==> src/rtl/gpio_regbank_pkg.sv <==
package gpio_regbank_pkg;

    // Byte offsets decoded by the bank; software depends on these.
    localparam logic [7:0] OFS_ID       = 8'h00;
    localparam logic [7:0] OFS_HWCFG    = 8'h10;
    localparam logic [7:0] OFS_DIN      = 8'h20;
    localparam logic [7:0] OFS_DOUT     = 8'h24;
    localparam logic [7:0] OFS_DIR      = 8'h28;
    localparam logic [7:0] OFS_DCLR     = 8'h2C;
    localparam logic [7:0] OFS_DSET     = 8'h30;
    localparam logic [7:0] OFS_PULL_EN  = 8'h40;
    localparam logic [7:0] OFS_PULL_SEL = 8'h44;
    localparam logic [7:0] OFS_IRQ_EN   = 8'h50;
    localparam logic [7:0] OFS_MODE0    = 8'h54;
    localparam logic [7:0] OFS_IRQ_STAT = 8'h64;
    localparam logic [7:0] OFS_FILT_EN  = 8'h70;
    localparam logic [7:0] OFS_FILT_CTL = 8'h74;

    localparam int BUS_W        = 32;
    localparam int MODE_W       = 4;
    localparam int CH_PER_MODE  = BUS_W / MODE_W;

    typedef enum logic [1:0] {
        DOUT_HOLD = 2'd0,
        DOUT_LOAD = 2'd1,
        DOUT_SET  = 2'd2,
        DOUT_CLR  = 2'd3
    } dout_op_e;

endpackage

==> src/rtl/gpio_in_sync.sv <==
module gpio_in_sync #(
    parameter int W      = 32,
    parameter int STAGES = 2
) (
    input  logic         clk,
    input  logic         rst_n,
    input  logic [W-1:0] async_i,
    output logic [W-1:0] sync_o
);

    logic [STAGES-1:0][W-1:0] chain_d, chain_q;

    always_comb begin
        chain_d[0] = async_i;
        for (int s = 1; s < STAGES; s++) begin
            chain_d[s] = chain_q[s-1];
        end
    end

    always_ff @(posedge clk or negedge rst_n) begin
        if (!rst_n) begin
            chain_q <= '0;
        end else begin
            chain_q <= chain_d;
        end
    end

    assign sync_o = chain_q[STAGES-1];

    // Edges seen since reset, saturating; gates the latency check.
    logic [1:0] warm_d, warm_q;

    always_comb begin
        warm_d = (warm_q == 2'd3) ? warm_q : warm_q + 2'd1;
    end

    always_ff @(posedge clk or negedge rst_n) begin
        if (!rst_n) begin
            warm_q <= '0;
        end else begin
            warm_q <= warm_d;
        end
    end

    generate
        if (STAGES == 2) begin : g_chk_two
            AST_SYNC_TWO_EDGES: assert property (@(posedge clk) disable iff (!rst_n)
                (warm_q >= 2'd2) |-> (sync_o == $past(async_i, 2)));
        end
    endgenerate

endmodule

==> src/rtl/gpio_out_ctl.sv <==
module gpio_out_ctl
    import gpio_regbank_pkg::*;
#(
    parameter int W = 32
) (
    input  logic         clk,
    input  logic         rst_n,
    input  dout_op_e     op_i,
    input  logic [W-1:0] data_i,
    output logic [W-1:0] dout_o
);

    logic [W-1:0] dout_d, dout_q;

    always_comb begin
        dout_d = dout_q;
        unique case (op_i)
            DOUT_LOAD: dout_d = data_i;
            DOUT_SET:  dout_d = dout_q | data_i;
            DOUT_CLR:  dout_d = dout_q & ~data_i;
            default:   dout_d = dout_q;
        endcase
    end

    always_ff @(posedge clk or negedge rst_n) begin
        if (!rst_n) begin
            dout_q <= '0;
        end else begin
            dout_q <= dout_d;
        end
    end

    assign dout_o = dout_q;

    AST_SET_FORCES_ONE: assert property (@(posedge clk) disable iff (!rst_n)
        (op_i == DOUT_SET) |=> ((dout_o & $past(data_i)) == $past(data_i)));
    AST_SET_KEEPS_REST: assert property (@(posedge clk) disable iff (!rst_n)
        (op_i == DOUT_SET) |=> ((dout_o & ~$past(data_i)) == ($past(dout_o) & ~$past(data_i))));
    AST_CLR_FORCES_ZERO: assert property (@(posedge clk) disable iff (!rst_n)
        (op_i == DOUT_CLR) |=> ((dout_o & $past(data_i)) == '0));
    AST_CLR_KEEPS_REST: assert property (@(posedge clk) disable iff (!rst_n)
        (op_i == DOUT_CLR) |=> ((dout_o & ~$past(data_i)) == ($past(dout_o) & ~$past(data_i))));
    AST_LOAD_WORD: assert property (@(posedge clk) disable iff (!rst_n)
        (op_i == DOUT_LOAD) |=> (dout_o == $past(data_i)));
    AST_HOLD_STABLE: assert property (@(posedge clk) disable iff (!rst_n)
        (op_i == DOUT_HOLD) |=> $stable(dout_o));

endmodule

==> src/rtl/gpio_stat_w1c.sv <==
module gpio_stat_w1c #(
    parameter int W = 32
) (
    input  logic         clk,
    input  logic         rst_n,
    input  logic [W-1:0] set_i,
    input  logic [W-1:0] clr_i,
    output logic [W-1:0] stat_o
);

    logic [W-1:0] stat_d, stat_q;

    always_comb begin
        // Clear first, then OR in the hardware set, so the set wins.
        stat_d = (stat_q & ~clr_i) | set_i;
    end

    always_ff @(posedge clk or negedge rst_n) begin
        if (!rst_n) begin
            stat_q <= '0;
        end else begin
            stat_q <= stat_d;
        end
    end

    assign stat_o = stat_q;

    AST_HW_SET_WINS: assert property (@(posedge clk) disable iff (!rst_n)
        (set_i != '0) |=> ((stat_o & $past(set_i)) == $past(set_i)));
    AST_CLR_TAKES_EFFECT: assert property (@(posedge clk) disable iff (!rst_n)
        ((clr_i & ~set_i) != '0) |=> ((stat_o & $past(clr_i & ~set_i)) == '0));
    AST_ZERO_BITS_KEEP: assert property (@(posedge clk) disable iff (!rst_n)
        (set_i == '0) |=> ((stat_o & ~$past(clr_i)) == ($past(stat_o) & ~$past(clr_i))));

endmodule

==> src/rtl/gpio_regbank.sv <==
module gpio_regbank
    import gpio_regbank_pkg::*;
#(
    parameter int          NCH      = 32,
    parameter int          ADDR_W   = 8,
    parameter logic [31:0] ID_VALUE = 32'h6770_0100
) (
    input  logic                  clk,
    input  logic                  rst_n,
    input  logic                  req_valid,
    input  logic                  req_write,
    input  logic [ADDR_W-1:0]     req_addr,
    input  logic [31:0]           req_wdata,
    output logic                  rsp_valid,
    output logic [31:0]           rsp_rdata,
    input  logic [NCH-1:0]        pin_in,
    output logic [NCH-1:0]        pin_out,
    output logic [NCH-1:0]        pin_oe,
    output logic [NCH-1:0]        pull_en,
    output logic [NCH-1:0]        pull_sel,
    output logic [NCH-1:0]        filt_en,
    output logic [31:0]           filt_ctl,
    output logic [NCH-1:0]        irq_en,
    output logic [NCH*MODE_W-1:0] int_mode,
    input  logic [NCH-1:0]        stat_set,
    output logic [NCH-1:0]        irq_status
);

    localparam int MODE_REGS = (NCH + CH_PER_MODE - 1) / CH_PER_MODE;
    localparam int SYNC_DEPTH = 2;

    typedef struct packed {
        logic [NCH-1:0]                  dir;
        logic [NCH-1:0]                  irq_en;
        logic [NCH-1:0]                  pull_en;
        logic [NCH-1:0]                  pull_sel;
        logic [NCH-1:0]                  filt_en;
        logic [BUS_W-1:0]                filt_ctl;
        logic [MODE_REGS-1:0][BUS_W-1:0] mode;
        logic                            rvalid;
        logic [BUS_W-1:0]                rdata;
    } regs_t;

    regs_t          regs_d, regs_q;
    dout_op_e       dout_op;
    logic [NCH-1:0] stat_clr;
    logic [NCH-1:0] din_sync;
    logic [NCH-1:0] dout_cur;
    logic [NCH-1:0] stat_cur;
    logic [BUS_W-1:0] rd_mux;
    logic           wr_en, rd_en;

    assign wr_en = req_valid && req_write;
    assign rd_en = req_valid && !req_write;

    gpio_in_sync #(
        .W      (NCH),
        .STAGES (SYNC_DEPTH)
    ) u_sync (
        .clk     (clk),
        .rst_n   (rst_n),
        .async_i (pin_in),
        .sync_o  (din_sync)
    );

    gpio_out_ctl #(
        .W (NCH)
    ) u_out (
        .clk    (clk),
        .rst_n  (rst_n),
        .op_i   (dout_op),
        .data_i (req_wdata[NCH-1:0]),
        .dout_o (dout_cur)
    );

    gpio_stat_w1c #(
        .W (NCH)
    ) u_stat (
        .clk    (clk),
        .rst_n  (rst_n),
        .set_i  (stat_set),
        .clr_i  (stat_clr),
        .stat_o (stat_cur)
    );

    // Read data selection by offset.
    always_comb begin
        rd_mux = '0;
        if (req_addr == ADDR_W'(OFS_ID)) begin
            rd_mux = ID_VALUE;
        end else if (req_addr == ADDR_W'(OFS_HWCFG)) begin
            rd_mux = BUS_W'(NCH);
        end else if (req_addr == ADDR_W'(OFS_DIN)) begin
            rd_mux = BUS_W'(din_sync);
        end else if (req_addr == ADDR_W'(OFS_DOUT)) begin
            rd_mux = BUS_W'(dout_cur);
        end else if (req_addr == ADDR_W'(OFS_DIR)) begin
            rd_mux = BUS_W'(regs_q.dir);
        end else if (req_addr == ADDR_W'(OFS_PULL_EN)) begin
            rd_mux = BUS_W'(regs_q.pull_en);
        end else if (req_addr == ADDR_W'(OFS_PULL_SEL)) begin
            rd_mux = BUS_W'(regs_q.pull_sel);
        end else if (req_addr == ADDR_W'(OFS_IRQ_EN)) begin
            rd_mux = BUS_W'(regs_q.irq_en);
        end else if (req_addr == ADDR_W'(OFS_IRQ_STAT)) begin
            rd_mux = BUS_W'(stat_cur);
        end else if (req_addr == ADDR_W'(OFS_FILT_EN)) begin
            rd_mux = BUS_W'(regs_q.filt_en);
        end else if (req_addr == ADDR_W'(OFS_FILT_CTL)) begin
            rd_mux = regs_q.filt_ctl;
        end
        for (int i = 0; i < MODE_REGS; i++) begin
            if (req_addr == ADDR_W'(int'(OFS_MODE0) + 4 * i)) begin
                rd_mux = regs_q.mode[i];
            end
        end
    end

    // Next-state computation for every held register.
    always_comb begin
        regs_d   = regs_q;
        dout_op  = DOUT_HOLD;
        stat_clr = '0;

        if (wr_en) begin
            if (req_addr == ADDR_W'(OFS_DOUT)) begin
                dout_op = DOUT_LOAD;
            end else if (req_addr == ADDR_W'(OFS_DSET)) begin
                dout_op = DOUT_SET;
            end else if (req_addr == ADDR_W'(OFS_DCLR)) begin
                dout_op = DOUT_CLR;
            end else if (req_addr == ADDR_W'(OFS_DIR)) begin
                regs_d.dir = req_wdata[NCH-1:0];
            end else if (req_addr == ADDR_W'(OFS_PULL_EN)) begin
                regs_d.pull_en = req_wdata[NCH-1:0];
            end else if (req_addr == ADDR_W'(OFS_PULL_SEL)) begin
                regs_d.pull_sel = req_wdata[NCH-1:0];
            end else if (req_addr == ADDR_W'(OFS_IRQ_EN)) begin
                regs_d.irq_en = req_wdata[NCH-1:0];
            end else if (req_addr == ADDR_W'(OFS_IRQ_STAT)) begin
                stat_clr = req_wdata[NCH-1:0];
            end else if (req_addr == ADDR_W'(OFS_FILT_EN)) begin
                regs_d.filt_en = req_wdata[NCH-1:0];
            end else if (req_addr == ADDR_W'(OFS_FILT_CTL)) begin
                regs_d.filt_ctl = req_wdata;
            end
            for (int i = 0; i < MODE_REGS; i++) begin
                if (req_addr == ADDR_W'(int'(OFS_MODE0) + 4 * i)) begin
                    regs_d.mode[i] = req_wdata;
                end
            end
        end

        regs_d.rvalid = rd_en;
        regs_d.rdata  = rd_en ? rd_mux : '0;
    end

    always_ff @(posedge clk or negedge rst_n) begin
        if (!rst_n) begin
            regs_q <= '0;
        end else begin
            regs_q <= regs_d;
        end
    end

    assign rsp_valid  = regs_q.rvalid;
    assign rsp_rdata  = regs_q.rdata;
    assign pin_out    = dout_cur;
    assign pin_oe     = regs_q.dir;
    assign pull_en    = regs_q.pull_en;
    assign pull_sel   = regs_q.pull_sel;
    assign filt_en    = regs_q.filt_en;
    assign filt_ctl   = regs_q.filt_ctl;
    assign irq_en     = regs_q.irq_en;
    assign int_mode   = (NCH*MODE_W)'(regs_q.mode);
    assign irq_status = stat_cur;

    AST_RSP_AFTER_READ: assert property (@(posedge clk) disable iff (!rst_n)
        rd_en |=> rsp_valid);
    AST_NO_STRAY_RSP: assert property (@(posedge clk) disable iff (!rst_n)
        !rd_en |=> !rsp_valid);
    AST_STROBE_READS_ZERO: assert property (@(posedge clk) disable iff (!rst_n)
        (rd_en && (req_addr == ADDR_W'(OFS_DSET) || req_addr == ADDR_W'(OFS_DCLR)))
        |=> (rsp_rdata == '0));
    AST_DIR_TO_OE: assert property (@(posedge clk) disable iff (!rst_n)
        (wr_en && req_addr == ADDR_W'(OFS_DIR)) |=> (pin_oe == $past(req_wdata[NCH-1:0])));
    AST_IRQ_EN_WRITE: assert property (@(posedge clk) disable iff (!rst_n)
        (wr_en && req_addr == ADDR_W'(OFS_IRQ_EN)) |=> (irq_en == $past(req_wdata[NCH-1:0])));
    AST_MODE0_WRITE: assert property (@(posedge clk) disable iff (!rst_n)
        (wr_en && req_addr == ADDR_W'(OFS_MODE0)) |=> (int_mode[BUS_W-1:0] == $past(req_wdata)));

endmodule

==> config.mk <==
export PLATFORM = sky130hd
export DESIGN_NAME = gpio_regbank
export DESIGN_NICKNAME = d
export VERILOG_FILES = /design/src/rtl/gpio_regbank_pkg.sv /design/src/rtl/gpio_in_sync.sv /design/src/rtl/gpio_out_ctl.sv /design/src/rtl/gpio_stat_w1c.sv /design/src/rtl/gpio_regbank.sv
export SDC_FILE = /design/constraint.sdc
export NUM_CORES = 1
export LEC_CHECK = 0
export BUFFER_PORTS_ARGS = -buffer_cell sky130_fd_sc_hd__buf_4
export CAP_MARGIN = 20
export CORE_MARGIN = 3
export CORE_UTILIZATION = 25
export CTS_CLUSTER_DIAMETER = 80
export DETAILED_ROUTE_END_ITERATION = 10
export GPL_TIMING_DRIVEN = 0
export PLACE_DENSITY_LB_ADDON = 0.12
export SLEW_MARGIN = 20
export SYNTH_ARGS = -nofsm -noshare
export SYNTH_HDL_FRONTEND = slang
export SYNTH_HIERARCHICAL = 1
export SYNTH_SLANG_ARGS = --single-unit
export TNS_END_PERCENT = 50
==> constraint.sdc <==
create_clock -name clk -period 2.3 [get_ports clk]
set_input_delay 0.69 -clock clk [delete_from_list [all_inputs] [get_ports clk]]
set_output_delay 0.69 -clock clk [all_outputs]
set_load 0.05 [all_outputs]
==> results.py <==
metrics = {
    "status": {
        "status": "finished, violations left",
        "violations": "negative setup slack",
    },
    "global_route": {
        "overflow": 0,
        "grt_pass1_vias": 21000,
        "antenna_found_initial": 10,
        "grt_start_max_net_pins": 90,
        "met2_usage_pct": 44.6,
        "met3_usage_pct": 7.16,
        "busiest_layer": "met2",
        "grt_pass1_wl_um": 178000,
        "met1_usage_pct": 34.5,
        "grtUsageTotal_pct": 27.0,
    },
    "drt": {
        "wirelength_um": 133000,
        "postRouteAntennaNets": 0,
        "drt_iter0_drc": 1711,
        "drt-pass1-iter-count": 6,
        "vias_per_cell": 5.31,
        "drc": 0,
        "vias": 20300,
        "wl_per_cell_um": 34.9,
    },
    "floorplan": {
        "rows": 110,
        "start_util_pct": 25.4,
        "die_area_mm2": 0.0954,
        "die_y_um": 309,
        "die_w_um": 309,
        "coreArea_mm2": 0.0904,
        "io_pins": 525,
    },
    "timing": {
        "slew_headroom_pct": 27.2,
        "fin_ws_ns": -0.105,
        "skew_ns": 0.0198,
        "tightest_slew_ns": 1.09,
        "hold_viol": 0,
        "clock.fmax_mhz": 416,
        "holdWs_ns": 0.156,
        "finalMaxSlewViolations": 0,
        "setup_viol": 127,
        "finalCriticalPeriod_ns": 2.40,
        "rsz0062_at_grt": "yes",
        "fin_crit_sh_pct": 105,
    },
    "logic_synthesis": {
        "yosysSeqAreaShare_pct": 52.5,
        "netlist.area_leader.share_pct": 52.5,
        "ys_seq_elements": 481,
        "yosysMostFrequentCell": "dfrtp_1",
        "syn-num-nets": 2041,
        "synthArstFlopShare_pct": 100,
        "ys_types": 75,
        "synthTopCellsByCount": "481 x dfrtp_1, 308 x mux2_2, 114 x clkbuf_1",
        "post-synth-top-area-cell": "dfrtp_1",
        "yosys-top-cells-area": "dfrtp_1 52%, mux2_2 15%, a21oi_1 2.3%",
        "synth_edf_count": 0,
        "yosys_warnings": 6,
        "postSynthAreaPerCell_um2": 11.9,
        "yosys_most_used_dff": "dfrtp_1",
        "syn_inst": 1933,
        "syn_area_mm2": 0.0229,
    },
    "power_and_ir_drop": {
        "seq_power_share_pct": 41.9,
        "p_leak_nw": 15.7,
        "power_density_mw_per_mm2": 637,
        "comb_power_share_pct": 11.3,
        "ir_drop_mv": 0.428,
        "design_power_total_mw": 21.2,
        "p_int_mw": 15.3,
        "switchingPower_mw": 5.93,
        "p_sw_share_pct": 28.0,
        "power_frac_clock_pct": 46.8,
    },
    "worst_hold_path": {
        "min_from": "pin_in[19]",
        "hp-class": "primary input to register",
    },
    "clock_tree": {
        "clkSinkCount": 481,
        "cts_buffer_depth": 3,
        "cts_buffers": 61,
        "cts_tree": "done",
        "htree_levels": 2,
        "insertion_delay_ns": 0.65,
        "clock_tree.root_cell": "clkbuf_16",
        "clk_pin_slew_ns": 0.05,
    },
    "run": {
        "maxCapViolations": 0,
    },
    "layout": {
        "layout.nets": 2701,
        "drive_gt1_share_pct": 51.2,
        "largest_register_ffs": 128,
        "ff_latch_area_mm2": 0.0120,
        "utilization_pct": 36.8,
        "multi_input_area_mm2": 0.0109,
        "num-fill-cells": 8992,
        "syn_to_final_growth_pct": 45.1,
        "fin_cells": 3822,
    },
    "setup_path": {
        "startpoint": "req_addr[1]",
        "end_kind": "register",
        "worstReg2RegStart": "filt_en[0]",
        "crit_arrival_ns": 2.93,
        "worstSetupStartpointType": "primary input",
        "worstSetupPathType": "primary input to register",
        "worstPathRequired_ns": 2.82,
        "critPathMaxFanout": 6,
    },
    "placed_design": {
        "dp.cells": 3639,
        "globalplace.congestion": 0.900,
        "io_buffers": 522,
        "dp_hpwl_um": 95900,
    },
}
-- cell usage in the layout, fill, tap and decap left out, types with 33 or more instances in the layout --
| cell | instances |
|---|---|
| nand2b_1 | 40 |
| nor3_1 | 39 |
| nor2_1 | 64 |
| o21ai_0 | 102 |
| mux2_2 | 222 |
| a21o_1 | 40 |
| a21oi_1 | 100 |
| clkbuf_2 | 33 |
| mux2_4 | 89 |
| a22oi_1 | 34 |
| clkbuf_16 | 71 |
| dfrtp_1 | 481 |
| clkbuf_1 | 49 |
| buf_4 | 592 |
| mux2i_1 | 43 |
-- per-stage QoR --
stage	setup TNS [ns]	setup slack, ns	cell area (µm²)
2_1_floorplan	-96.26	-0.328	23400
6_report	-3.05	-0.105	33300
4_1_cts	-2.07	-0.0705	32600
5_1_grt	-2.46	-0.105	33300
3_5_place_dp	-638.94	-2.70	29000
3_3_place_gp	-3024.19	-5.06	28800
-- final cells by class --
cell class,instances,share of cell area [%]
repair buffers,606,14.8
diodes,4,0.0301
flip-flops and latches,481,36.2
inverters,43,0.508
well taps,1176,4.42
clock buffers,86,5.35
clock inverters,26,0.812
plain buffers,177,5.13
multi-input cells,1223,32.7
-- metal layers --
metal / vias to the layer above / part of all wire (%)
li1: 8483 / -
met1: 10700 / 41
met2: 907 / 47
met3: 208 / 7.9
met4: 2 / 3.5
met5: - / 0.013
-- power by group through the flow --
| stage | logic (mW) | clock network, mW | registers [mW] |
|---|---|---|---|
| 3_5_place_dp | 2.28 | 0 | 9.02 |
| 2_1_floorplan | 0.600 | 0 | 9.50 |
| 5_1_grt | 2.51 | 10.5 | 8.89 |
| 3_3_place_gp | 2.22 | 0 | 9.02 |
| 6_report | 2.40 | 9.90 | 8.88 |
| 4_1_cts | 2.36 | 10.1 | 8.87 |
-- worst paths after layout --
kind | endpoint | slack [ns] | cells after the start
max reg2reg | rsp_rdata[0] | 0.56 | 6
min reg2reg | u_sync/sync_o[22] | 0.35 | 0
min in group asynchronous | u_stat/stat_o[17] | 0.46 | 2
max | filt_ctl[17] | -0.10 | 10
min | u_sync/chain_d[51] | 0.16 | 1
max in group asynchronous | filt_en[1] | 0.26 | 5
-- worst max-delay path, stage by stage --
cell,delay (ns)
buf_12,0.10
or4_4,0.58
or3_4,0.38
o21ai_4,0.17
a21oi_4,0.09
o2111ai_4,0.11
buf_12,0.19
buf_12,0.12
buf_16,0.14
mux2_4,0.30
-- cells by family (layout without fill, tap and decap cells) --
group           after synthesis  count (layout)  synth area share (%)
simple gates                305             305                  7.57
buf+inv                     229             938                  4.77
flops                       481             481                  52.5
other cells                   0               4                     0
mux                         366             366                  17.7
xor+xnor                      1               1                0.0382
compound gates              551             551                  17.4
-- timing repair --
item | 4_1_cts | 5_1_grt
gates cloned | 5 | 3
hold endpoints to repair | 8 | 0
resized for setup | 277 | 168
pin swaps | 25 | 39
hold buffers | 1 | 0
setup buffers | 47 | 23
endpoints found under the setup margin | 414 | 341
Note: power is estimated with default switching activity, not from simulation.
